`config.mk`:
```
export PLATFORM = sky130hd
export DESIGN_NAME = gpio_bank_ctrl
export DESIGN_NICKNAME = d
export VERILOG_FILES = /design/src/rtl/gpio_pkg.sv /design/src/rtl/gpio_sync.sv /design/src/rtl/gpio_decode.sv /design/src/rtl/gpio_regs.sv /design/src/rtl/gpio_bank_ctrl.sv
export SDC_FILE = /design/constraint.sdc
export NUM_CORES = 1
export LEC_CHECK = 0
export BUFFER_PORTS_ARGS = -buffer_cell sky130_fd_sc_hd__buf_2
export CAP_MARGIN = 40
export CORE_MARGIN = 3
export CORE_UTILIZATION = 40
export CTS_CLUSTER_SIZE = 12
export DETAILED_ROUTE_END_ITERATION = 6
export HOLD_SLACK_MARGIN = 0.05
export MAX_ROUTING_LAYER = met4
export RECOVER_POWER = 100
export SYNTH_ARGS = -nofsm -noshare
export SYNTH_HDL_FRONTEND = slang
export SYNTH_HIERARCHICAL = 1
export SYNTH_SLANG_ARGS = --single-unit
```
`constraint.sdc`:
```
create_clock -name clk -period 2.1 [get_ports clk]
set_input_delay 0.21 -clock clk [delete_from_list [all_inputs] [get_ports clk]]
set_output_delay 0.21 -clock clk [all_outputs]
set_load 0.05 [all_outputs]
```
`src/rtl/gpio_pkg.sv`:
```
package gpio_pkg;
  localparam int NLINES = 23;
  localparam int DW     = 16;
  localparam int NPORTS = 4;

  typedef enum logic [2:0] {
    A_NONE, A_LINE, A_INH, A_DIR, A_STATE, A_PDIR, A_PSTATE, A_BAD
  } acc_kind_e;

  // idx carries the line number, the half select (bit 0) or the port number (bits 1:0)
  typedef struct packed {
    acc_kind_e   kind;
    logic [4:0]  idx;
  } acc_t;

  function automatic int port_lo(input logic [1:0] p);
    case (p)
      2'd0: return 0;
      2'd1: return 8;
      2'd2: return 16;
      default: return 20;
    endcase
  endfunction

  function automatic int port_len(input logic [1:0] p);
    case (p)
      2'd0, 2'd1: return 8;
      2'd2: return 4;
      default: return 3;
    endcase
  endfunction

  function automatic logic [NLINES-1:0] port_mask(input logic [1:0] p);
    logic [NLINES-1:0] m;
    int lo, len;
    lo = port_lo(p);
    len = port_len(p);
    m = '0;
    for (int i = 0; i < NLINES; i++)
      if (i >= lo && i < lo + len) m[i] = 1'b1;
    return m;
  endfunction

  function automatic logic [NLINES-1:0] port_place(input logic [1:0] p, input logic [7:0] b);
    logic [NLINES-1:0] v;
    int lo, len;
    lo = port_lo(p);
    len = port_len(p);
    v = '0;
    for (int i = 0; i < NLINES; i++)
      if (i >= lo && i < lo + len) v[i] = b[i-lo];
    return v;
  endfunction

  function automatic logic [7:0] port_take(input logic [1:0] p, input logic [NLINES-1:0] vec);
    logic [7:0] b;
    int lo, len;
    lo = port_lo(p);
    len = port_len(p);
    b = '0;
    for (int j = 0; j < 8; j++)
      if (j < len) b[j] = vec[lo+j];
    return b;
  endfunction

  function automatic logic [NLINES-1:0] half_mask(input logic h);
    return h ? {7'h7f, 16'h0000} : {7'h00, 16'hffff};
  endfunction

  function automatic logic [NLINES-1:0] half_place(input logic h, input logic [DW-1:0] d);
    return h ? {d[6:0], 16'h0000} : {7'h00, d};
  endfunction

  function automatic logic [DW-1:0] half_take(input logic h, input logic [NLINES-1:0] vec);
    return h ? {9'd0, vec[22:16]} : vec[15:0];
  endfunction
endpackage

```
`src/rtl/gpio_sync.sv`:
```
module gpio_sync #(
  parameter int W      = 23,
  parameter int STAGES = 2
) (
  input  logic         clk,
  input  logic         rst_n,
  input  logic [W-1:0] d,
  output logic [W-1:0] q
);
  logic [W-1:0] stg [STAGES];

  generate
    for (genvar s = 0; s < STAGES; s++) begin : g_stage
      always_ff @(posedge clk or negedge rst_n) begin
        if (!rst_n) stg[s] <= '0;
        else if (s == 0) stg[s] <= d;
        else stg[s] <= stg[(s == 0) ? 0 : s-1];
      end
    end
  endgenerate

  assign q = stg[STAGES-1];
endmodule

```
`src/rtl/gpio_decode.sv`:
```
module gpio_decode
  import gpio_pkg::*;
#(
  parameter logic [15:0] LINE_BASE = 16'd2000,
  parameter logic [15:0] BANK_BASE = 16'd2100,
  parameter logic [15:0] PORT_BASE = 16'd2110
) (
  input  logic        req,
  input  logic [15:0] addr,
  output acc_t        acc
);
  localparam logic [15:0] LINE_END = LINE_BASE + 16'(NLINES);
  localparam logic [15:0] BANK_END = BANK_BASE + 16'd6;
  localparam logic [15:0] PORT_END = PORT_BASE + 16'(2*NPORTS);

  logic [15:0] off_line, off_bank, off_port;
  assign off_line = addr - LINE_BASE;
  assign off_bank = addr - BANK_BASE;
  assign off_port = addr - PORT_BASE;

  always_comb begin
    acc.kind = A_NONE;
    acc.idx  = '0;
    if (req) begin
      if (addr >= LINE_BASE && addr < LINE_END) begin
        acc.kind = A_LINE;
        acc.idx  = off_line[4:0];
      end else if (addr >= BANK_BASE && addr < BANK_END) begin
        case (off_bank[2:1])
          2'd0:    acc.kind = A_INH;
          2'd1:    acc.kind = A_DIR;
          default: acc.kind = A_STATE;
        endcase
        acc.idx = {4'd0, off_bank[0]};
      end else if (addr >= PORT_BASE && addr < PORT_END) begin
        acc.kind = off_port[0] ? A_PSTATE : A_PDIR;
        acc.idx  = {3'd0, off_port[2:1]};
      end else begin
        acc.kind = A_BAD;
      end
    end
  end
endmodule

```
`src/rtl/gpio_regs.sv`:
```
module gpio_regs
  import gpio_pkg::*;
(
  input  logic              clk,
  input  logic              rst_n,
  input  acc_t              acc,
  input  logic              we,
  input  logic [DW-1:0]     wdata,
  output logic [NLINES-1:0] dir,
  output logic [NLINES-1:0] st,
  output logic [NLINES-1:0] inh
);
  logic [NLINES-1:0] dir_sel, dir_val, st_sel, st_val, inh_sel, inh_val;
  logic [NLINES-1:0] line_bit, port_inh, port_blocked;
  logic              bank_wr, port_wr;

  assign line_bit     = NLINES'(1) << acc.idx;
  assign port_inh     = port_place(acc.idx[1:0], wdata[15:8]);
  assign port_blocked = port_inh | ~port_mask(acc.idx[1:0]);
  assign bank_wr      = we && (acc.kind == A_DIR || acc.kind == A_STATE);
  assign port_wr      = we && (acc.kind == A_PDIR || acc.kind == A_PSTATE);

  always_comb begin
    dir_sel = '0; dir_val = '0;
    st_sel  = '0; st_val  = '0;
    inh_sel = '0; inh_val = '0;
    case (acc.kind)
      A_LINE: begin
        dir_sel = line_bit;
        dir_val = we ? '1 : '0;
        if (we) begin
          st_sel = line_bit;
          st_val = {NLINES{wdata[0]}};
        end
      end
      A_INH: if (we) begin
        inh_sel = half_mask(acc.idx[0]);
        inh_val = half_place(acc.idx[0], wdata);
      end
      A_DIR: if (we) begin
        dir_sel = half_mask(acc.idx[0]) & ~inh;
        dir_val = half_place(acc.idx[0], wdata);
      end
      A_STATE: if (we) begin
        st_sel = half_mask(acc.idx[0]) & ~inh;
        st_val = half_place(acc.idx[0], wdata);
      end
      A_PDIR: if (we) begin
        dir_sel = ~port_blocked;
        dir_val = port_place(acc.idx[1:0], wdata[7:0]);
      end
      A_PSTATE: if (we) begin
        st_sel = ~port_blocked;
        st_val = port_place(acc.idx[1:0], wdata[7:0]);
      end
      default: ;
    endcase
  end

  always_ff @(posedge clk or negedge rst_n) begin
    if (!rst_n) begin
      dir <= '0;
      st  <= '0;
      inh <= '0;
    end else begin
      dir <= (dir & ~dir_sel) | (dir_val & dir_sel);
      st  <= (st  & ~st_sel)  | (st_val  & st_sel);
      inh <= (inh & ~inh_sel) | (inh_val & inh_sel);
    end
  end

  // inhibited bits hold through bank-wide writes
  assert_bank_inhibit_R5: assert property (@(posedge clk) disable iff (!rst_n)
    bank_wr |=> (((dir ^ $past(dir)) | (st ^ $past(st))) & $past(inh)) == '0);

  // port writes touch only uninhibited, mapped bits of that port
  assert_port_inhibit_R7: assert property (@(posedge clk) disable iff (!rst_n)
    port_wr |=> (((dir ^ $past(dir)) | (st ^ $past(st))) & $past(port_blocked)) == '0);

  // inhibit mask moves only on a write to its own halves
  assert_inhibit_hold_R4: assert property (@(posedge clk) disable iff (!rst_n)
    !(we && acc.kind == A_INH) |=> $stable(inh));
endmodule

```
`src/rtl/gpio_bank_ctrl.sv`:
```
module gpio_bank_ctrl
  import gpio_pkg::*;
#(
  parameter logic [15:0] LINE_BASE   = 16'd2000,
  parameter logic [15:0] BANK_BASE   = 16'd2100,
  parameter logic [15:0] PORT_BASE   = 16'd2110,
  parameter int          SYNC_STAGES = 2
) (
  input  logic              clk,
  input  logic              rst_n,
  input  logic              bus_req,
  input  logic              bus_we,
  input  logic [DW-1:0]     bus_addr,
  input  logic [DW-1:0]     bus_wdata,
  output logic [DW-1:0]     bus_rdata,
  output logic              bus_rvalid,
  output logic              bus_err,
  input  logic [NLINES-1:0] pad_in,
  output logic [NLINES-1:0] pad_oe,
  output logic [NLINES-1:0] pad_out
);
  acc_t              acc;
  logic [NLINES-1:0] dir, st, inh, pad_s;
  logic [DW-1:0]     rd_mux;
  logic              rd_fire, bad_hit, line_wr, line_rd;

  gpio_decode #(
    .LINE_BASE(LINE_BASE), .BANK_BASE(BANK_BASE), .PORT_BASE(PORT_BASE)
  ) u_dec (
    .req(bus_req), .addr(bus_addr), .acc(acc)
  );

  gpio_regs u_regs (
    .clk(clk), .rst_n(rst_n), .acc(acc), .we(bus_we), .wdata(bus_wdata),
    .dir(dir), .st(st), .inh(inh)
  );

  gpio_sync #(.W(NLINES), .STAGES(SYNC_STAGES)) u_sync (
    .clk(clk), .rst_n(rst_n), .d(pad_in), .q(pad_s)
  );

  assign rd_fire = bus_req && !bus_we;
  assign bad_hit = (acc.kind == A_BAD);
  assign line_wr = (acc.kind == A_LINE) && bus_we;
  assign line_rd = (acc.kind == A_LINE) && !bus_we;

  always_comb begin
    case (acc.kind)
      A_LINE:   rd_mux = {15'd0, pad_s[acc.idx]};
      A_INH:    rd_mux = half_take(acc.idx[0], inh);
      A_DIR:    rd_mux = half_take(acc.idx[0], dir);
      A_STATE:  rd_mux = half_take(acc.idx[0], pad_s);
      A_PDIR:   rd_mux = {8'd0, port_take(acc.idx[1:0], dir)};
      A_PSTATE: rd_mux = {8'd0, port_take(acc.idx[1:0], pad_s)};
      default:  rd_mux = '0;
    endcase
  end

  always_ff @(posedge clk or negedge rst_n) begin
    if (!rst_n) begin
      bus_rdata  <= '0;
      bus_rvalid <= 1'b0;
      bus_err    <= 1'b0;
    end else begin
      bus_rdata  <= rd_fire ? rd_mux : '0;
      bus_rvalid <= rd_fire;
      bus_err    <= bad_hit;
    end
  end

  assign pad_oe  = dir;
  assign pad_out = dir & st;

  assert_reset_idle_R1: assert property (@(posedge clk) disable iff (!rst_n)
    $rose(rst_n) |-> (pad_oe == '0 && !bus_rvalid && !bus_err));

  assert_line_write_R2: assert property (@(posedge clk) disable iff (!rst_n)
    line_wr |=> (pad_oe[$past(acc.idx)] && pad_out[$past(acc.idx)] == $past(bus_wdata[0])));

  assert_line_read_R3: assert property (@(posedge clk) disable iff (!rst_n)
    line_rd |=> (!pad_oe[$past(acc.idx)] && bus_rdata[15:1] == '0));

  assert_port_upper_zero_R8: assert property (@(posedge clk) disable iff (!rst_n)
    (rd_fire && (acc.kind == A_PDIR || acc.kind == A_PSTATE)) |=> bus_rdata[15:8] == '0);

  assert_bad_quiet_R11: assert property (@(posedge clk) disable iff (!rst_n)
    bad_hit |=> (bus_err && bus_rdata == '0 && $stable(pad_oe) && $stable(pad_out)));

  assert_rvalid_pulse_R12: assert property (@(posedge clk) disable iff (!rst_n)
    !rd_fire |=> (!bus_rvalid && bus_rdata == '0));
endmodule

```
==> metrics, run 1 <==
DRT met1 WL approximately 13,000 µm; total power between 0.007 and 0.008 W; Req. time, crit path about 2.4 ns; count leader, synth dfrtp_1; failing checks negative setup slack; largest net degree at the start of global routing 55; clk_lat worst skew between 0.4 and 0.5 ns; worst r2r src u_sync/q[1]$_DFF_PN0_; critical path's largest stage delay about 0.44 ns; DRT iter0 DRCs around 950; Synth Flop Type dfrtp_1; share of cells above drive strength 1 roughly 46%; status finished, violations left; register area share after synthesis slightly above 40%; post-synth top area cell dfrtp_1; routed wire length between 30,000 and 40,000 µm; Post-synth EDFFs 0; Area contributors post-synth dfrtp_1 40%, mux2_2 6.0%, mux2i_1 3.8%; Synth Area per Inst 10.3 µm²; Placed Area 10,400 µm²; drt pass-1 iters 5; slew margin rel. 1.82%; # setup viols final 85; worst-path cell chain buf_8 -> a211oi_2 -> a32oi_2 -> or3_4 -> or4_4 -> a21boi_4 -> buf_12 -> buf_12 -> nor2b_4 -> buf_4 -> nand4_1 -> o211ai_2 -> mux2_4; Starting Density 41.5%; setup ws final -0.614 ns; terminus of the critical flop-to-flop path bus_rdata[0]$_DFF_PN0_; min Tclk post-route 2.71 ns; post-synthesis compound-gate area fraction between 10% and 20%; Worst setup EP type flip-flop; Final Cell Area 12,300 µm²; row count 51; antenna violations before repair 0; R2R setup slack 0.44 ns; TritonCTS Buffers 17; global-route wire length before repair a little under 50,000 µm; mux share of post-synthesis cell area 13.9%; Worst Skew approximately 0.011 ns; post-synth top area share around two fifths; Routed met3 length about 2400 µm; Ports between 100 and 150; WHS between 0.1 and 0.15 ns; worst vdd ir approximately 640 µV; Worst Min Path Start bus_wdata[7]; Reg2Reg Depth 4; Clock Path Buffers 2; top sig layer met4; Worst Tran Pin Value 1.47 ns; Final Max Tran Viols 0; Layout area overhead 50.1%; Syn Nets 862; Hold Fails Final Rpt 0; HP Class in -> reg; IO Port Bufs 122; DP HPWL approximately 23,000 µm; gpl congestion approximately 1.0; wire length per cell about 23 µm; ANT cells 0; fmax approximately 0.37 GHz; post-route ant nets 0; period utilization 129%; Syn Std Cell Area approximately 8200 µm²; Net count, final 1,159; worst path buffer plus inverter count 4; H-tree levels 4; slowest CP cell or4_4; chip width roughly 150 µm; WS Path Type in -> reg; simple-gate share of the synthesized area between 20% and 30%; Pleak 5.24 nW; vias in the first global route 8,215; global route overflow 0; Yosys warnings 6; CTS tree yes; Distinct cells, synth 90; worst slack, placed -1.05 ns; Pwr per Cell Area around 640 nW/µm²; Vias roughly 8.2k; most frequent cells after synthesis 133 x dfrtp_1, 63 x nor2_1, 44 x mux2_2, 38 x a21oi_1, 35 x nand2_1; adder-cell share of the synthesized area 0.456%; die height ~150 µm; FF+latch count, synth ~130; FFs w/ async S/R, synth 100%; post-synthesis xor/xnor area fraction 0%; main combinational cell family by area after synthesis simple AND/OR/NAND/NOR gates; Die Area between 20,000 and 25,000 µm²; WP data arrival 3.03 ns; critical path's top delay family simple AND/OR/NAND/NOR gates; GRT Total Usage just under 30%; crit path max fanout 13; MaxCap Viol Count 0; filler instances about 1.6k; Startpoint Class primary input; WL met2 between 15,000 and 20,000 µm; Core ar. roughly 20,000 µm²; RSZ-0062 raised after global routing true; CTS Root Cell clkbuf_16; most used cell, CP buf_12; Multi-input gate area 5140 µm²; Sink Count 133; WHS Path Cells 2; Via density around 6.0; post-synthesis cell count 800; DRC 0; Seq. cell area 3330 µm²; clock-pin transition on the worst setup and hold timing paths 0.07 ns
==> worst max-delay path by stage <==
stage | start | end | slack [ns] | cells past startpoint
4_1_cts | bus_addr[2] | bus_rdata[0]$_DFF_PN0_ | -0.59 | 12
3_5_place_dp | bus_addr[1] | flip-flop | -1.05 | 12
3_3_place_gp | bus_addr[8] | bus_rdata[3]$_DFF_PN0_ | -1.05 | 13
5_1_grt | bus_addr[12] | flip-flop | -0.69 | 12
2_1_floorplan | bus_addr[12] | flip-flop | -0.75 | 11
6_report | bus_addr[2] | flip-flop | -0.61 | 13
==> metrics by stage <==
stage | setup TNS [ns] | std cells | utilization, %
2_1_floorplan | -46.30 | 800 | -
3_3_place_gp | -77.33 | 1277 | 52.5
3_5_place_dp | -78.66 | 1277 | 52.5
4_1_cts | -31.97 | 1359 | 60.3
5_1_grt | -43.60 | 1375 | 62.2
6_report | -37.03 | 1375 | 62.2
==> power by group <==
group          internal [W]  switching, W
clock network       0.00171       0.00138
registers           0.00280      0.000328
logic              0.000666       0.00103
==> repair_timing <==
| action | in CTS | in global routing |
|---|---|---|
| setup endpoints to repair | 85 | 86 |
| setup buffers | 22 | 18 |
| hold buffers | 24 | 0 |
| hold endpoints to repair | 75 | 0 |
| pin swaps | 18 | 17 |
| resized for setup | 96 | 71 |
| gates cloned | 4 | 0 |
==> kinds of logic after synthesis <==
kind of cell	after synthesis
DFF	133
muxes	94
and+or+nand+nor	282
buffers and inverters	105
adders and majority gates	3
AOI/OAI and AO/OA	183
==> per-layer routing <==
metal  vias up  GRT usage (%)
li1       3592              -
met1      4081           38.1
met2       457           46.6
met3        90           5.88
met4         0           9.29
met5         -              -
==> cells in the final DEF, fill, tap and decap left out, types with 21 or more instances in the layout <==
cell type,Yosys,layout
a21oi_1,38,32
and2_1,27,26
buf_2,22,51
buf_4,32,160
buf_6,13,30
clkbuf_1,12,65
dfrtp_1,133,133
dlygate4sd3_1,0,24
inv_1,22,21
mux2_2,44,39
mux2i_1,31,31
nand2_1,35,27
nand3_1,34,28
nor2_1,63,54
==> worst register-to-register path: stages (launching register included) <==
cell,delay (ns)
dfrtp_1,0.41
mux4_2,0.48
o211a_1,0.24
o311ai_2,0.29
a21oi_1,0.12
==> layout make-up <==
| cell class | count | share of cell area (%) |
|---|---|---|
| clock buffer | 17 | 3.45 |
| clock inverter | 15 | 1.47 |
| inverter | 22 | 0.689 |
| multi-input combinational | 563 | 41.6 |
| sequential | 133 | 27.0 |
| tap | 265 | 2.69 |
| timing repair buffer | 360 | 23.1 |
No activity file was read; power rests on OpenSTA's default activity.
==> run 2: changes to the inputs <==
==> constraint.sdc (replaced) <==
create_clock -name clk -period 2.1 [get_ports clk]
set_input_delay 0.63 -clock clk [delete_from_list [all_inputs] [get_ports clk]]
set_output_delay 0.63 -clock clk [all_outputs]
set_load 0.05 [all_outputs]
==> metrics, run 2 (synthesis gave the netlist of run 1 again) <==
status finished, violations left; failing checks negative setup slack; antenna violations before repair 0; clock-pin transition on the worst setup and hold timing paths about 0.07 ns; Startpoint Class primary input; vias in the first global route just over 8k; Clock Path Buffers 2; gpl congestion about 0.94; Layout area overhead 56.4%; setup ws final -1.08 ns; slew margin rel. roughly 30%; Net count, final 1,161; min Tclk post-route 3.18 ns; crit path max fanout 9; chip width around 150 µm; most common cell after layout, fill and taps aside buf_4; global-route wire length before repair around 48,000 µm; Via density slightly above 6; row count just over 50; # setup viols final 86; share of cells above drive strength 1 between 50% and 60%; die height roughly 150 µm; Worst Skew between 0.007 and 0.008 ns; Hold Fails Final Rpt 0; IO Port Bufs roughly 120; slowest CP cell or4bb_4; DRC 0; Pleak between 5 and 6 nW; drt pass-1 iters 5; GRT Total Usage between 20% and 30%; worst vdd ir around 580 µV; TritonCTS Buffers 17; HP Class in -> reg; Worst setup EP type flip-flop; CTS Root Cell clkbuf_16; largest net degree at the start of global routing 40; clk_lat worst skew between 0.4 and 0.5 ns; period utilization 151%; WHS 0.292 ns; H-tree levels 4; post-route ant nets 0; Multi-input gate area approximately 5500 µm²; filler instances approximately 1.6k; Core ar. 19,800 µm²; Final Max Tran Viols 0; worst slack, placed -1.53 ns; ANT cells 0; Vias 8,325; Worst Tran Pin Value roughly 1.0 ns; Seq. cell area 3330 µm²; WHS Path Cells 1; Starting Density between 40% and 50%; Sink Count 133; most used cell, CP buf_6; most frequent cells in the layout 139 x buf_4, 132 x dfrtp_1, 69 x buf_6; Reg2Reg Depth 5; Req. time, crit path 2.42 ns; routed wire length about 34,000 µm; global route overflow 0; WP data arrival approximately 3.5 ns; fmax approximately 0.31 GHz; RSZ-0062 raised after global routing true; CTS tree yes; hold_buf cts 0; wire length per cell about 25 µm; Pwr per Cell Area between 600 and 700 nW/µm²; Ports ~120; DP HPWL roughly 23,000 µm; Die Area around 22,000 µm²; WS Path Type in -> reg; DRT iter0 DRCs 795; worst-path cell chain buf_6 -> nor4_4 -> buf_4 -> nand4_1 -> a21oi_2 -> buf_6 -> o21ai_0 -> buf_4 -> a21boi_4 -> buf_12 -> buf_12 -> nand4b_4 -> buf_6 -> or4bb_4 -> o211ai_1 -> a2bb2oi_1; critical path's largest stage delay approximately 0.54 ns; MaxCap Viol Count 0
-- run 2: path summary, 6_finish.rpt --
path | from | end | slack (ns)
min in group asynchronous | rst_n | asynchronous set/reset pin | 0.36
max reg2reg | u_sync/q[15]$_DFF_PN0_ | bus_rdata[0]$_DFF_PN0_ | 0.48
min | pad_in[11] | u_sync/stg[34]$_DFF_PN0_ | 0.29
min reg2reg | u_sync/stg[42]$_DFF_PN0_ | u_sync/q[19]$_DFF_PN0_ | 0.35
max | bus_addr[12] | flip-flop | -1.08
max in group asynchronous | rst_n | asynchronous set/reset pin | 0.34
-- run 2: layer usage --
layer	vias up	part of all wire, %	global-route usage, %
li1	3609	-	-
met1	4189	40	38.2
met2	432	48	47.1
met3	95	7.8	5.33
met4	0	4.0	11.5
met5	-	0	-
-- run 2: final cells by class --
cell class              instances  share of cell area (%)
repair buffers                359                    23.2
inverters                      22                   0.641
flip-flops and latches        133                    25.9
clock inverters                15                    1.40
well taps                     265                    2.58
multi-input cells             566                    43.0
clock buffers                  17                    3.30
-- run 2: worst max-delay path: cells and delay by family --
| family | cells | cell delay (ns) |
|---|---|---|
| simple gates | 4 | 1.11 |
| buf+inv | 7 | 1.04 |
| compound gates | 5 | 0.71 |
-- run 2: power by group --
| part | internal, W | switching, W |
|---|---|---|
| clock | 0.00170 | 0.00137 |
| combinational | 0.000730 | 0.00108 |
| sequential | 0.00280 | 0.000342 |
-- run 2: stage by stage --
stage               power (W)  util (%)  setup TNS, ns  instance area [µm²]  cells
floorplan             0.00400         -         -82.12                 8550    800
global placement      0.00467      52.3        -115.23                10400   1274
detailed placement    0.00468      52.3        -115.86                10400   1275
CTS                   0.00789      60.6         -66.89                12000   1345
global route          0.00830      64.9         -82.22                12900   1377
finish                0.00803      64.9         -76.56                12900   1377
-- run 2: what timing repair did --
item                                    CTS  global route
cloned                                    6             6
endpoints found under the hold margin     0             0
pin swaps                                39            64
gates resized for setup                 152           144
endpoints found under the setup margin   86            87
setup buffers                            34            43
